## src/rtl/m2s_pkg.sv

```systemverilog
package m2s_pkg;
   localparam int REG_AW = 3;
   localparam logic [REG_AW-1:0] RA_ADDR_LO = 3'd0;
   localparam logic [REG_AW-1:0] RA_ADDR_HI = 3'd1;
   localparam logic [REG_AW-1:0] RA_SIZE    = 3'd2;
   localparam logic [REG_AW-1:0] RA_CTRL    = 3'd3;
   localparam logic [REG_AW-1:0] RA_TMR     = 3'd4;
   localparam logic [REG_AW-1:0] RA_SUM     = 3'd5;
   localparam logic [REG_AW-1:0] RA_STAT    = 3'd6;

   localparam int CTL_HOLD_A   = 0;
   localparam int CTL_HOLD_B   = 1;
   localparam int CTL_TVAL_LSB = 10;
   localparam int CTL_FIXED    = 22;
   localparam int CTL_SWAP     = 23;
   localparam int TMR_PRE_LSB  = 4;
   localparam int TMR_EN       = 22;

   localparam int TVAL_W = 12;
   localparam int TPRE_W = 12;
   localparam logic [TVAL_W-1:0] TVAL_RST = 12'hFFE;
   localparam logic [TPRE_W-1:0] TPRE_RST = 12'hFFF;

   typedef struct packed {
      logic              hold;
      logic              fixed;
      logic              swap;
      logic [TVAL_W-1:0] tval;
   } ctl_t;

   function automatic logic [31:0] rev_bytes(input logic [31:0] w);
      return {w[7:0], w[15:8], w[23:16], w[31:24]};
   endfunction
endpackage

```

## src/rtl/m2s_regs.sv

```systemverilog
module m2s_regs
   import m2s_pkg::*;
#(
   parameter int HI_W  = 17,
   parameter int CNT_W = 27
) (
   input  logic              clk,
   input  logic              rst_n,
   input  logic              we,
   input  logic [REG_AW-1:0] addr,
   input  logic [31:0]       wdata,
   output ctl_t              ctl,
   output logic              tmr_en,
   output logic [TPRE_W-1:0] tpre,
   output logic              ld_lo,
   output logic              ld_hi,
   output logic              ld_size,
   output logic              ld_sum,
   input  logic [31:0]       addr_lo_q,
   input  logic [HI_W-1:0]   addr_hi_q,
   input  logic [CNT_W-1:0]  cnt_q,
   input  logic              last_q,
   input  logic [31:0]       sum_q,
   input  logic              busy_q,
   output logic [31:0]       rdata
);
   logic              hold_a, hold_b, fixed_q, swap_q;
   logic [TVAL_W-1:0] tval_q;
   logic              unused_bits;

   assign unused_bits = ^{wdata[31:24], wdata[3:2]};

   assign ld_lo   = we && (addr == RA_ADDR_LO);
   assign ld_hi   = we && (addr == RA_ADDR_HI);
   assign ld_size = we && (addr == RA_SIZE);
   assign ld_sum  = we && (addr == RA_SUM);

   always_ff @(posedge clk or negedge rst_n) begin
      if (!rst_n) begin
         hold_a  <= 1'b0;
         hold_b  <= 1'b0;
         fixed_q <= 1'b0;
         swap_q  <= 1'b0;
         tval_q  <= TVAL_RST;
         tmr_en  <= 1'b0;
         tpre    <= TPRE_RST;
      end else if (we && addr == RA_CTRL) begin
         hold_a  <= wdata[CTL_HOLD_A];
         hold_b  <= wdata[CTL_HOLD_B];
         fixed_q <= wdata[CTL_FIXED];
         swap_q  <= wdata[CTL_SWAP];
         tval_q  <= wdata[CTL_TVAL_LSB +: TVAL_W];
      end else if (we && addr == RA_TMR) begin
         tmr_en  <= wdata[TMR_EN];
         tpre    <= wdata[TMR_PRE_LSB +: TPRE_W];
      end
   end

   always_comb begin
      ctl.hold  = hold_a | hold_b;
      ctl.fixed = fixed_q;
      ctl.swap  = swap_q;
      ctl.tval  = tval_q;
   end

   always_comb begin
      rdata = '0;
      unique case (addr)
         RA_ADDR_LO: rdata = addr_lo_q;
         RA_ADDR_HI: rdata = 32'(addr_hi_q);
         RA_SIZE:    rdata = 32'({cnt_q, 2'b00}) | {31'd0, last_q};
         RA_CTRL: begin
            rdata[CTL_HOLD_A]               = hold_a;
            rdata[CTL_HOLD_B]               = hold_b;
            rdata[CTL_TVAL_LSB +: TVAL_W]   = tval_q;
            rdata[CTL_FIXED]                = fixed_q;
            rdata[CTL_SWAP]                 = swap_q;
         end
         RA_TMR: begin
            rdata[TMR_PRE_LSB +: TPRE_W]    = tpre;
            rdata[TMR_EN]                   = tmr_en;
         end
         RA_SUM:     rdata = sum_q;
         RA_STAT:    rdata = {31'd0, busy_q};
         default:    rdata = '0;
      endcase
   end

   assert_hold_reg_stable_R8: assert property (@(posedge clk) disable iff (!rst_n)
      !we |=> $stable(ctl));
endmodule

```

## src/rtl/m2s_fetch.sv

```systemverilog
module m2s_fetch
   import m2s_pkg::*;
#(
   parameter int HI_W    = 17,
   parameter int CNT_W   = 27,
   parameter bit SWAP_EN = 1'b1
) (
   input  logic             clk,
   input  logic             rst_n,
   input  logic [31:0]      wdata,
   input  logic             ld_lo,
   input  logic             ld_hi,
   input  logic             ld_size,
   input  logic             ld_sum,
   input  ctl_t             ctl,
   output logic             mem_req,
   output logic [HI_W+31:0] mem_addr,
   input  logic             mem_ack,
   input  logic [31:0]      mem_rdata,
   input  logic             mem_err,
   output logic             st_valid,
   output logic [31:0]      st_data,
   output logic             st_last,
   input  logic             st_ready,
   output logic [31:0]      addr_lo_q,
   output logic [HI_W-1:0]  addr_hi_q,
   output logic [CNT_W-1:0] cnt_q,
   output logic             last_q,
   output logic [31:0]      sum_q,
   output logic             busy_q,
   output logic             ev_done,
   output logic             ev_bus_err
);
   localparam int WA_W = 30 + HI_W;

   logic [WA_W-1:0] wa;
   logic            buf_v, buf_fin, buf_last;
   logic [31:0]     buf_data, shaped;
   logic            fetch_go, take, sum_upd;

   generate
      if (SWAP_EN) begin : g_swap
         assign shaped = ctl.swap ? rev_bytes(mem_rdata) : mem_rdata;
      end else begin : g_noswap
         assign shaped = mem_rdata;
      end
   endgenerate

   assign mem_req   = busy_q && !ctl.hold && (cnt_q != '0) && !buf_v;
   assign mem_addr  = {wa, 2'b00};
   assign fetch_go  = mem_req && mem_ack && !ld_size;
   assign st_valid  = buf_v;
   assign st_data   = buf_data;
   assign st_last   = buf_last;
   assign take      = buf_v && st_ready && !ld_size;
   assign addr_lo_q = {wa[29:0], 2'b00};
   assign addr_hi_q = wa[WA_W-1:30];
   assign sum_upd   = fetch_go && !mem_err;

   always_ff @(posedge clk or negedge rst_n) begin
      if (!rst_n) begin
         wa <= '0;
      end else if (ld_lo) begin
         wa[29:0] <= wdata[31:2];
      end else if (ld_hi) begin
         wa[WA_W-1:30] <= wdata[HI_W-1:0];
      end else if (fetch_go && !ctl.fixed) begin
         wa <= wa + WA_W'(1);
      end
   end

   always_ff @(posedge clk or negedge rst_n) begin
      if (!rst_n) begin
         sum_q <= '0;
      end else if (ld_sum) begin
         sum_q <= wdata;
      end else if (sum_upd) begin
         sum_q <= sum_q + mem_rdata;
      end
   end

   always_ff @(posedge clk or negedge rst_n) begin
      if (!rst_n) begin
         cnt_q      <= '0;
         last_q     <= 1'b0;
         busy_q     <= 1'b0;
         buf_v      <= 1'b0;
         buf_fin    <= 1'b0;
         buf_last   <= 1'b0;
         buf_data   <= '0;
         ev_done    <= 1'b0;
         ev_bus_err <= 1'b0;
      end else begin
         ev_done    <= 1'b0;
         ev_bus_err <= fetch_go && mem_err;
         if (ld_size) begin
            cnt_q    <= wdata[CNT_W+1:2];
            last_q   <= wdata[0];
            buf_v    <= 1'b0;
            busy_q   <= (wdata[CNT_W+1:2] != '0);
            ev_done  <= (wdata[CNT_W+1:2] == '0);
         end else if (fetch_go) begin
            buf_v    <= 1'b1;
            buf_data <= shaped;
            buf_fin  <= (cnt_q == CNT_W'(1));
            buf_last <= (cnt_q == CNT_W'(1)) && last_q;
            cnt_q    <= cnt_q - CNT_W'(1);
         end else if (take) begin
            buf_v    <= 1'b0;
            if (buf_fin) begin
               busy_q  <= 1'b0;
               ev_done <= 1'b1;
            end
         end
      end
   end

   assert_sum_quiet_R5: assert property (@(posedge clk) disable iff (!rst_n)
      (!(mem_req && mem_ack) && !ld_sum) |=> $stable(sum_q));
   assert_word_held_R14: assert property (@(posedge clk) disable iff (!rst_n)
      (st_valid && !st_ready && !ld_size) |=> (st_valid && $stable(st_data)));
   assert_fixed_addr_R7: assert property (@(posedge clk) disable iff (!rst_n)
      (ctl.fixed && !ld_lo && !ld_hi) |=> $stable(mem_addr));
   assert_hold_count_R8: assert property (@(posedge clk) disable iff (!rst_n)
      (ctl.hold && !ld_size) |=> $stable(cnt_q));
   assert_done_idle_R10: assert property (@(posedge clk) disable iff (!rst_n)
      ev_done |-> (!busy_q && !st_valid));
   assert_last_final_R9: assert property (@(posedge clk) disable iff (!rst_n)
      (st_valid && st_last) |-> (cnt_q == '0));
endmodule

```

## src/rtl/m2s_timer.sv

```systemverilog
module m2s_timer
   import m2s_pkg::*;
(
   input  logic              clk,
   input  logic              rst_n,
   input  logic              en,
   input  logic              stall,
   input  logic [TPRE_W-1:0] pre,
   input  logic [TVAL_W-1:0] tval,
   output logic              ev_timeout
);
   logic [TPRE_W-1:0] pcnt;
   logic [TVAL_W-1:0] tcnt;
   logic              fired;
   logic              run;

   assign run = en && stall;

   always_ff @(posedge clk or negedge rst_n) begin
      if (!rst_n) begin
         pcnt       <= '0;
         tcnt       <= '0;
         fired      <= 1'b0;
         ev_timeout <= 1'b0;
      end else if (!run) begin
         pcnt       <= '0;
         tcnt       <= '0;
         fired      <= 1'b0;
         ev_timeout <= 1'b0;
      end else begin
         ev_timeout <= 1'b0;
         if (!fired) begin
            if (pcnt == pre) begin
               pcnt <= '0;
               if (tval != '0 && tcnt == tval - TVAL_W'(1)) begin
                  fired      <= 1'b1;
                  ev_timeout <= 1'b1;
                  tcnt       <= '0;
               end else begin
                  tcnt <= tcnt + TVAL_W'(1);
               end
            end else begin
               pcnt <= pcnt + TPRE_W'(1);
            end
         end
      end
   end

   assert_timeout_once_R12: assert property (@(posedge clk) disable iff (!rst_n)
      ev_timeout |=> !ev_timeout);
   assert_timeout_needs_stall_R12: assert property (@(posedge clk) disable iff (!rst_n)
      !run |=> !ev_timeout);
endmodule

```

## src/rtl/mem2stream_src.sv

```systemverilog
module mem2stream_src
   import m2s_pkg::*;
#(
   parameter int HI_W    = 17,
   parameter int CNT_W   = 27,
   parameter bit SWAP_EN = 1'b1
) (
   input  logic             clk,
   input  logic             rst_n,
   input  logic             reg_we,
   input  logic [2:0]       reg_addr,
   input  logic [31:0]      reg_wdata,
   output logic [31:0]      reg_rdata,
   output logic             mem_req,
   output logic [HI_W+31:0] mem_addr,
   input  logic             mem_ack,
   input  logic [31:0]      mem_rdata,
   input  logic             mem_err,
   output logic             st_valid,
   output logic [31:0]      st_data,
   output logic             st_last,
   input  logic             st_ready,
   output logic             ev_done,
   output logic             ev_mem_done,
   output logic             ev_bus_err,
   output logic             ev_timeout
);
   generate
      if (HI_W < 1 || HI_W > 31) begin : g_bad_hi
         $error("mem2stream_src: HI_W out of range");
      end
      if (CNT_W < 1 || CNT_W > 29) begin : g_bad_cnt
         $error("mem2stream_src: CNT_W out of range");
      end
   endgenerate

   ctl_t              ctl;
   logic              tmr_en;
   logic [TPRE_W-1:0] tpre;
   logic              ld_lo, ld_hi, ld_size, ld_sum;
   logic [31:0]       addr_lo_q, sum_q;
   logic [HI_W-1:0]   addr_hi_q;
   logic [CNT_W-1:0]  cnt_q;
   logic              last_q, busy_q, done_w;

   m2s_regs #(.HI_W(HI_W), .CNT_W(CNT_W)) regs_i (
      .clk(clk), .rst_n(rst_n), .we(reg_we), .addr(reg_addr), .wdata(reg_wdata),
      .ctl(ctl), .tmr_en(tmr_en), .tpre(tpre),
      .ld_lo(ld_lo), .ld_hi(ld_hi), .ld_size(ld_size), .ld_sum(ld_sum),
      .addr_lo_q(addr_lo_q), .addr_hi_q(addr_hi_q), .cnt_q(cnt_q),
      .last_q(last_q), .sum_q(sum_q), .busy_q(busy_q), .rdata(reg_rdata)
   );

   m2s_fetch #(.HI_W(HI_W), .CNT_W(CNT_W), .SWAP_EN(SWAP_EN)) fetch_i (
      .clk(clk), .rst_n(rst_n), .wdata(reg_wdata),
      .ld_lo(ld_lo), .ld_hi(ld_hi), .ld_size(ld_size), .ld_sum(ld_sum), .ctl(ctl),
      .mem_req(mem_req), .mem_addr(mem_addr), .mem_ack(mem_ack),
      .mem_rdata(mem_rdata), .mem_err(mem_err),
      .st_valid(st_valid), .st_data(st_data), .st_last(st_last), .st_ready(st_ready),
      .addr_lo_q(addr_lo_q), .addr_hi_q(addr_hi_q), .cnt_q(cnt_q), .last_q(last_q),
      .sum_q(sum_q), .busy_q(busy_q), .ev_done(done_w), .ev_bus_err(ev_bus_err)
   );

   m2s_timer timer_i (
      .clk(clk), .rst_n(rst_n), .en(tmr_en), .stall(busy_q && !st_ready),
      .pre(tpre), .tval(ctl.tval), .ev_timeout(ev_timeout)
   );

   assign ev_done     = done_w;
   assign ev_mem_done = done_w;

   assert_size_starts_busy_R3: assert property (@(posedge clk) disable iff (!rst_n)
      (reg_we && reg_addr == RA_SIZE && reg_wdata[CNT_W+1:2] != '0) |=> busy_q);
endmodule

```

## config.mk

```make
export PLATFORM = sky130hd
export DESIGN_NAME = mem2stream_src
export DESIGN_NICKNAME = d
export VERILOG_FILES = /design/src/rtl/m2s_pkg.sv /design/src/rtl/m2s_regs.sv /design/src/rtl/m2s_fetch.sv /design/src/rtl/m2s_timer.sv /design/src/rtl/mem2stream_src.sv
export SDC_FILE = /design/constraint.sdc
export NUM_CORES = 1
export LEC_CHECK = 0
export CAP_MARGIN = 20
export CORE_MARGIN = 2
export CORE_UTILIZATION = 55
export DETAILED_ROUTE_END_ITERATION = 10
export GPL_TIMING_DRIVEN = 0
export PLACE_DENSITY = 0.81
export SLEW_MARGIN = 5
export SYNTH_ARGS = -nofsm -noshare
export SYNTH_HDL_FRONTEND = slang
export SYNTH_SLANG_ARGS = --single-unit
```

## constraint.sdc

```tcl
create_clock -name clk -period 4 [get_ports clk]
set_clock_uncertainty 0.05 [all_clocks]
set_input_delay 0.8 -clock clk [delete_from_list [all_inputs] [get_ports clk]]
set_output_delay 0.8 -clock clk [all_outputs]
set_load 0.005 [all_outputs]
```

==> Yosys cells after proc, flatten, opt, wreduce, memory -nomap -nowiden <==
Cells that the tools add are included.
{ "classes": {"addsub": 6, "n_mul": 0, "n_div": 0, "n_lt_le_gt_ge": 0, "eq_ne": 13, "shifts": 0, "n_mux": 41, "bitwise": 5, "n_reduce_logical": 44} }
{ "op_table": {"columns": ["op", "count"], "rows": [
  ["$mux 32", 3],
  ["$mux 12", 7],
  ["$mux 30", 2],
  ["$pmux 6 s5", 2],
  ["$mux 27", 2],
  ["$reduce_bool 27->1", 2],
  ["$add 47x1->47 const B", 1],
  ["$mux 47", 1],
  ["$pmux 6 s6", 1],
  ["$add 32x32->32", 1],
  ["$or 29x1->29", 1],
  ["$eq 27x1->1 const B", 1],
  ["$logic_not 27->1", 1],
  ["$sub 27x1->27 const B", 1],
  ["$add 12x1->12 const B", 2],
  ["$eq 12x12->1", 2],
  ["$pmux 8 s3", 1],
  ["$logic_and 1x1->1", 20],
  ["$mux 1", 17],
  ["$mux 17", 1],
  ["$reduce_bool 12->1", 1],
  ["$reduce_bool 2->1", 6],
  ["$sub 12x1->12 const B", 1],
  ["$pmux 2 s5", 1],
  ["other kinds (15)", 31]
]} }
{ "totals": {"regBits": 200, "latch_bits": 0, "mem_bits_rw": 0, "romBits": 0, "inputBits": 73, "output_inout_bits": 120, "elab_cells": 132, "mem_count": 0} }

==> Longest topological paths before layout <==
Gate-level depths: netlist (run 1).
{ "logic_depth": {"word_depth": 11, "mapped_depth": 13, "depth_no_buf": 13} }

==> Modules after synthesis <==
Synthesis (run 1) repeated with hierarchy kept, for this count alone.
{ "unflattened": {"cells_unflattened": 1596, "area_unflattened_um2": 14010.9} }
{ "modules_own_cells": {"columns": ["module", "n_inst", "cells_each", "area_per_inst_um2", "seq_area_each_um2"], "rows": [
  ["m2s_fetch", 1, 1101, 9565.4, 3628.5],
  ["m2s_regs", 1, 242, 2359.8, 754.5],
  ["m2s_timer", 1, 251, 2064.5, 650.6],
  ["mem2stream_src", 1, 2, 21.3, 0.0]
]} }

==> Least setup slack after synthesis (run 1) <==
No wires, ideal clock.
{ "synth_path": {"path_kind": "input to register", "from": "input mem_rdata[0]", "to": "register fetch_i.sum_q[26]", "setup_time_ns": 0.077, "arrival_ns": 3.115, "required_time_ns": 3.873, "path_slack_ns": 0.757, "stages": 13, "path_buffers": 0, "cell_sequence": "ha_1 -> inv_1 -> fa_1 -> nor2b_1 -> o21ai_0 -> nand2b_1 -> a21oi_1 -> o211a_1 -> a211oi_1 -> a311o_1 -> a31oi_1 -> mux2_2 -> a21oi_1"} }
{ "synth_between": {"elab_chain_cells": 3} }
{ "synth_lines": {"columns": ["item", "line", "source"], "rows": [
  ["from (decl)", "mem2stream_src.sv:17", "input logic [31:0] mem_rdata,"],
  ["$add 32x32->32", "m2s_fetch.sv:78", "sum_q <= sum_q + mem_rdata;"],
  ["$mux 32", "m2s_fetch.sv:77", "end else if (sum_upd) begin"],
  ["$mux 32", "m2s_fetch.sv:75", "end else if (ld_sum) begin"],
  ["to (signal assigned)", "m2s_fetch.sv:76", "sum_q <= wdata;"],
  ["to (signal assigned)", "m2s_fetch.sv:78", null],
  ["to (decl)", "m2s_fetch.sv:29", "output logic [31:0] sum_q,"]
]} }
Every way passes these cells. The select of a mux whose other input is x is not followed.
A chain may end at the register's enable or synchronous reset.

==> Final worst setup path (run 1) <==
{ "layout_path": {"from": "input reg_addr[0]", "to": "output reg_rdata[17]"} }
{ "layout_between": {"elab_chain_cells": 2, "word_cells_on_any_way": 6, "classes_between": "eq/ne (4); mux (1); reduce/logical (1)"} }
{ "layout_lines": {"columns": ["item", "line", "source"], "rows": [
  ["from (decl)", "mem2stream_src.sv:11", "input logic [2:0] reg_addr,"],
  ["$eq 3x3->1 (tied with other cells)", "m2s_regs.sv:68", "unique case (addr)"],
  ["$pmux 6 s5 (*)", "m2s_regs.sv:68", null],
  ["to (decl)", "mem2stream_src.sv:13", "output logic [31:0] reg_rdata,"]
]} }
Mark *: on every way between the ends. The rest lies on a longest branch, timed or not.

==> summary by stage, run 1 <==
Outcome
The flow ran to the end, and the final reports show no timing, DRC or antenna violations.

Pwr
The analysis attributes to cell leakage a power of between 6 and 7 nW. The internal power is between 5 and 6 mW. The highest ir drop seen on vdd is 306 µV.

Power spread over the standard cell area amounts to 580 nW/µm². The share of total power in combinational logic is 0.434. Of the total power, registers draw 0.379. Of the total power, the share spent switching nets is 0.406. Of the total power, the clock network draws 0.187. In this run the power spent charging and discharging nets is ~3.8 mW.

Setup path
The required time of the critical path is ~3.2 ns. The data arrival time of the critical path is between 3 and 4 ns. The critical path startpoint category is an input pin. The critical path class is input pin to primary output. The endpoint class of the critical path is a primary output. The maximum fanout along the worst path is 10.

Global routing
The initial antenna violation count is 0. The via count of the first global-routing pass came to between 10000 and 15000. The first-pass GRT wire length is roughly 76000 µm. Entering global routing, the biggest net connects between 100 and 150 pins. The total track usage is 0.386. Summed over all layers, the global routing overflow is 0.

STA
Setup violations remaining at the end of the flow were counted as 0. At the pin with the least slew margin, the transition time is a little over 0.9 ns. The top achievable clock speed is between 200 and 300 MHz. The total count of hold-check failures in the final report is 0. The worst hold margin is 0.315 ns.

The worst max-slew margin expressed relative to the limit is 0.376. In the finished design, the share of the clock period the worst path needs comes to 0.992. The final count of pins violating max slew is 0.

Setup repair after global routing left no endpoint under its margin. The shortest period the worst path allows is ~4 ns.

Route
The number of routed nets with antenna violations is 0. The detailed-routing iteration count for the pre-antenna-repair pass is 9. The detailed router placed approximately 14000 vias in this run. The first-iteration detailed-routing DRC count is approximately 1700. The total wirelength of the detailed-routed design is between 40000 and 50000 µm. Dividing the detail-routed wire length by the instance count gives 23.6 µm. The remaining routing DRC violations is 0. The detailed-route vias per instance is ~6.5.

Die
The I/O pin count is 193. The floorplan has 56 rows. The core area is approximately 24000 µm². The chip width is between 150 and 200 µm. The initial standard-cell utilization of the core is 0.562.

The area enclosed by the die boundary is 25300 µm². The y dimension of the die is between 150 and 200 µm.

Final layout
The growth of design area from synthesis to finish is 22.4%. The final-stage net count is 1883. The most common cell after layout, fill and taps aside is sky130_fd_sc_hd__nand2_1. The repair_antennas step left the layout with diodes totalling 0. The finished layout holds around 2100 standard cells, fillers aside.

The top cell types in the final layout, fill and taps aside, are 205 x sky130_fd_sc_hd__nand2_1, 187 x sky130_fd_sc_hd__clkdlybuf4s50_1, 177 x sky130_fd_sc_hd__dfrtp_1, 158 x sky130_fd_sc_hd__o21ai_0, 151 x sky130_fd_sc_hd__a21oi_1. In the final layout, the share of cells above drive strength 1 is 0.0897. Fill cells in the final layout number ~2000.

Logic synthesis
The share of flip-flops with an asynchronous set or reset is 1.00. The number of different library cells used by synthesis comes to between 70 and 80. After synthesis the netlist holds a flip-flop and latch count of 200. Yosys attributes the largest share of cell area to sky130_fd_sc_hd__dfrtp_1 33%, sky130_fd_sc_hd__o21ai_0 6.0%, sky130_fd_sc_hd__nand2_1 5.8%. The number of synthesized flops with an enable pin is 0. The cell area after synthesis is approximately 13000 µm². The synthesized netlist cell count is 1560. The sequential share of the synthesized area is 0.380. The share of synthesized area in the top cell type comes to 0.335. Yosys printed 0 warnings.

The synthesized area divided by synthesized cell count is about 8.5 µm². The library cell occupying the most area in the post-synthesis netlist is sky130_fd_sc_hd__dfrtp_1. For this run, the leading register cell type out of synthesis is sky130_fd_sc_hd__dfrtp_1.

CTS
The setup fix buffers added after clock tree synthesis is 0. The H-tree was split into 4 levels. The clock passes through at most 2 buffers. After clock tree synthesis, the clock-pin slew on the worst setup and hold paths is approximately 0.08 ns. Post-CTS repair changed the size of 26 cells. Hold repair after CTS inserted 0 buffers. The clock reaches the later pin of the worst-skew pair after 0.45 ns. The clock drives 200 sinks. TritonCTS built the clock tree. CTS placed an instance of sky130_fd_sc_hd__clkbuf_16 at the clock tree root.

Counting the buffers created by CTS gives 17.

Job
Max-cap violations in this run came to 0.

Placement
Counting tap cells, the placed design contains a total of approximately 2100 instances. The HPWL after detailed placement is 37500 µm. Buffers placed on the I/O ports in this run total about 190. The placer congestion estimate is around 0.99.

Worst hold path
The worst hold path belongs to the class input pin to async pin.
[worst max-delay path: stages]
cell and delay, ns:
sky130_fd_sc_hd__clkdlybuf4s50_1 0.56, sky130_fd_sc_hd__buf_6 0.20, sky130_fd_sc_hd__and2_1 0.41, sky130_fd_sc_hd__a21oi_1 0.20
sky130_fd_sc_hd__o21ai_0 0.35, sky130_fd_sc_hd__clkdlybuf4s50_1 0.59
[area by class of cell]
class	count	area, µm²	share of cell area
multi-input cells	1233	7690	0.475
repair buffers	192	1930	0.119
well taps	319	399	0.0246
flip-flops and latches	200	5030	0.311
clock inverters	13	133	0.00818
plain buffers	91	449	0.0277
inverters	36	135	0.00834
clock buffers	19	433	0.0267
[power by group through the flow]
stage	Combinational (mW)	Clock, mW	Sequential, mW
after floorplan	2.40	0	3.23
after global placement	3.87	0	3.54
after detailed placement	3.96	0	3.55
after CTS	4.00	1.76	3.51
after global routing	4.46	1.83	3.61
final	4.08	1.76	3.57
[metrics by stage]
stage	setup TNS, ns	utilization	worst slack [ns]	total power [mW]	cell area (µm²)
floorplan	0	-	0.757	5.64	13200
global placement	-1245.74	0.660	-6.46	7.41	15500
detailed placement	-22.17	0.662	-0.837	7.51	15600
CTS	0	0.688	0.0115	9.28	16200
global route	0	0.689	0.00274	9.90	16200
finish	0	0.689	0.0319	9.41	16200
[per-layer routing]
| layer | share of wire | vias up | GRT usage | wire (µm) |
|---|---|---|---|---|
| li1 | - | 6017 | - | - |
| met1 | 0.40 | 6519 | 0.528 | 19700 |
| met2 | 0.44 | 918 | 0.590 | 21700 |
| met3 | 0.12 | 196 | 0.0956 | 5750 |
| met4 | 0.051 | 0 | 0.160 | 2520 |
| met5 | 0 | - | 0 | 0 |
[sequential cells by signal, summed over array words and instances, names as in the netlist, 12 cells and up]
signal and cells:
fetch_i.st_data 32, timer_i.tcnt 12, fetch_i.cnt_q 27, fetch_i.sum_q 32, fetch_i.wa 47, regs_i.tpre 12
timer_i.pcnt 12, regs_i.tval_q 12
[final timing paths]
kind	start	endpoint	slack, ns	cells past startpoint
worst max-delay path	reg_addr[0]	reg_rdata[17]	0.03	6
worst min-delay path	rst_n	timer_i.pcnt[5]$_DFFE_PN0P_	0.31	1
worst max register to register	fetch_i.wa[0]$_DFFE_PN0P_	fetch_i.wa[44]$_DFFE_PN0P_	0.48	11
worst min register to register	fetch_i.st_data[5]$_DFFE_PN0P_	fetch_i.st_data[5]$_DFFE_PN0P_	0.43	2
max in group asynchronous	rst_n	fetch_i.cnt_q[3]$_DFFE_PN0P_	2.49	2
min in group clk	fetch_i.st_data[5]$_DFFE_PN0P_	fetch_i.st_data[5]$_DFFE_PN0P_	0.43	2
[cells in the mapped netlist (all sizes together) (19+ instances only)]
cell    count
nand2     205
dfrtp     177
o21ai     172
a21oi     152
nor2      118
clkbuf     68
mux2i      60
nand3      59
xnor2      52
mux2       40
ha         38
inv        36
xor2       33
and3       28
nor3       28
o22ai      27
buf        24
a21o       23
dfstp      23
a31oi      21
nand4      20
nor4       19
[cell families (layout without fill, tap and decap cells)]
logic type,Yosys count,count (layout),synth area share
muxes,109,109,0.0947
other,1,2,0.000283
buffers and inverters,128,351,0.0409
AOI/OAI and AO/OA,450,450,0.194
DFF,200,200,0.380
and+or+nand+nor,548,548,0.196
adders and majority gates,39,39,0.0374
xor gates and xnor gates,85,85,0.0562
(Power assumes the default switching activity.)
==> run 2: changes to the inputs <==
GPL_ROUTABILITY_DRIVEN = 0   (was unset)
==> run 2 against run 1 <==
Compared with the run above:
- the flow now finishes with violations (negative setup slack)
- worst setup slack worse by 0.048 ns
- power is 0.74% higher
- critical path depth unchanged
- sequential share of layout area is 0.15 points lower
- core utilization rose by 0.33 points
- count of clock-buffer cells in the layout unchanged
- global-route usage fell by 1.3 points
- critical path type unchanged
==> summary by stage, run 2 (synthesized netlist as in run 1, its figures left out) <==
Outcome
The flow ran to the end, but the final reports show violations. The final reports fail on negative setup slack.

Setup path
The maximum fanout along the worst path is 10. The required time of the critical path is 3.15 ns. For the worst setup path, the data arrival time is ~3.2 ns. The critical path startpoint category is an input pin. The critical path class is input pin to primary output. The worst setup path is captured at a primary output.

CTS
The clock tree root buffer cell is sky130_fd_sc_hd__clkbuf_16. The total of hold buffers inserted after clock tree synthesis is 0. The clock insertion delay at the later pin of the skew report is approximately 0.45 ns. The number of buffers between clock root and the deepest sink is 2. After clock tree synthesis, the clock-pin slew on the worst setup and hold paths is roughly 0.08 ns.

The TritonCTS clock tree is built. Clock tree synthesis found a total of 200 sinks. TritonCTS created 17 clock buffers. The number of levels the H-tree was split into is 4.

STA
The routed design could run at a clock period as short as approximately 4 ns. For the final routed database, the setup TNS stands at -0.0163 ns. The final-report setup violation count is 1. The worst max-slew margin expressed relative to the limit is 0.259. Once routing completed, OpenROAD measured the worst setup slack at -0.0163 ns. Of the available clock period, the critical path in the final layout requires 1.00. The total count of hold-check failures in the final report came to 0.

The final count of pins violating max slew is 0. Setup repair after global routing left no endpoint under its margin. The worst-margin pin slew is around 1.1 ns.

The top achievable clock speed is ~250 MHz.

Pwr
IR analysis of the VDD net gives a maximum drop of around 330 µV. For this design the static power due to leakage is ~6.7 nW. Total power for the finished layout comes to ~9.5 mW. Power spread over the standard cell area amounts to 582 nW/µm².

Final layout
The proportion of layout cells with a drive suffix above 1 is 0.0920. The register with the most flip-flops in the final layout is fetch_i.wa. The final-stage net count is between 1500 and 2000. Leaving out fill and tap cells, the most frequent cell in the layout is sky130_fd_sc_hd__nand2_1. The area of all placed cells without fillers is 16300 µm².

Compared with the post-synthesis result, the final layout area differs by 23.0%. In the layout the commonest cells are 205 x sky130_fd_sc_hd__nand2_1, 187 x sky130_fd_sc_hd__clkdlybuf4s50_1, 177 x sky130_fd_sc_hd__dfrtp_1, 158 x sky130_fd_sc_hd__o21ai_0, 150 x sky130_fd_sc_hd__a21oi_1. The post-layout instance count excluding filler cells is between 2000 and 2500. The number of flip-flops in the largest register is 47.

Worst hold path
The kind of path behind the tightest hold check is input pin to async pin.

Die
For this design the top-level I/O count stands at roughly 190. For this configuration, the core starts out at a cell density of 0.562. The region available for standard cell placement spans 23500 µm². The area enclosed by the die boundary is between 20000 and 30000 µm². In this run the horizontal extent of the chip is about 160 µm. The number of rows created at floorplan is 56. From bottom edge to top edge, the die measures 159 µm.

Global routing
The total track usage is 0.373. The largest net degree at the start of global routing is about 110. The via count of the first global-routing pass is 13300. The initial antenna violation count is 2. The first global-routing pass estimated 74000 µm of wire. After global routing the overflow that remains totals 0.

Route
The remaining routing DRC violations is 0. The count of vias placed by the detailed router is between 10000 and 15000. The pre-antenna-repair detailed-routing pass consisted of 8 iterations. After detailed routing, the number of vias per cell comes to 6.57. The post-detailed-route wirelength per cell is around 23 µm.

Once detail routing completed, the nets flagged for antenna violations numbered 0. The first-iteration detailed-routing DRC count is 1815. For this block, the routed nets add up to around 48000 µm of wire.

Placement
The total cell area at the placement stage is between 15000 and 20000 µm². The count of port buffers added during placement is ~190. Timing analysis after detailed placement gives a worst setup slack of -0.803 ns. Once placement completed, the tool counted placed cells totaling slightly above 2000. Summed over all nets, the half-perimeter wirelength after detailed placement is approximately 36000 µm.

Job
The number of max-cap violations is 0.
==> run 2: changes by cell type in the layout (fill, tap and decap cells not counted), sizes merged <==
cell,delta
buf,-1
bufinv,+1
clkinv,+4
clkinvlp,-2
diode,+2
inv,-3
==> run 2: area by class of cell <==
class	count	area, µm²
sequential	200	5030
antenna	2	5.00
clock inverter	13	165
buffer	91	455
fill	1869	7260
multi-input combinational	1233	7720
tap	319	399
clock buffer	19	443
timing repair buffer	191	1930
inverter	36	135
==> run 2: final timing paths <==
path | slack (ns) | cells after the start | end | startpoint
min in group clk | 0.43 | 2 | fetch_i.buf_fin$_DFFE_PN0P_ | fetch_i.buf_fin$_DFFE_PN0P_
min reg2reg | 0.43 | 2 | fetch_i.buf_fin$_DFFE_PN0P_ | fetch_i.buf_fin$_DFFE_PN0P_
min | 0.28 | 1 | timer_i.pcnt[0]$_DFFE_PN0P_ | rst_n
max | -0.02 | 6 | reg_rdata[17] | reg_addr[0]
max in group asynchronous | 2.60 | 2 | fetch_i.cnt_q[17]$_DFFE_PN0P_ | rst_n
max reg2reg | 0.27 | 10 | fetch_i.wa[43]$_DFFE_PN0P_ | fetch_i.wa[2]$_DFFE_PN0P_
==> run 2: metrics by stage <==
stage                     hold slack (ns)  utilization
after floorplan                     0.396            -
after global placement              0.412        0.660
after detailed placement            0.417        0.662
after CTS                           0.325        0.689
after global routing                0.335        0.692
final                               0.283        0.692
==> run 2: timing repair <==
| item | 4_1_cts | 5_1_grt |
|---|---|---|
| resized for setup | 24 | 20 |
| setup buffers | 0 | 0 |
| setup endpoints to repair | 32 | 30 |
==> run 2: power by group <==
group | internal, mW | switching (mW)
sequential | 2.69 | 0.884
combinational | 2.02 | 2.06
clock | 0.960 | 0.862
==> run 2: layer usage <==
| metal | vias to the layer above | routed length (µm) | GRT usage |
|---|---|---|---|
| met2 | 1072 | 20700 | 0.556 |
| met1 | 6496 | 18000 | 0.491 |
| met3 | 241 | 6630 | 0.111 |
| met4 | 2 | 3040 | 0.201 |
| li1 | 6008 | - | - |
| met5 | - | 9 | 0 |
==> run 2: critical path, cell delays in order <==
cell and delay [ns]:
sky130_fd_sc_hd__clkdlybuf4s50_1 0.57, sky130_fd_sc_hd__buf_6 0.20, sky130_fd_sc_hd__and2_1 0.39, sky130_fd_sc_hd__a21oi_1 0.19, sky130_fd_sc_hd__o21ai_0 0.42, sky130_fd_sc_hd__clkdlybuf4s50_1 0.59
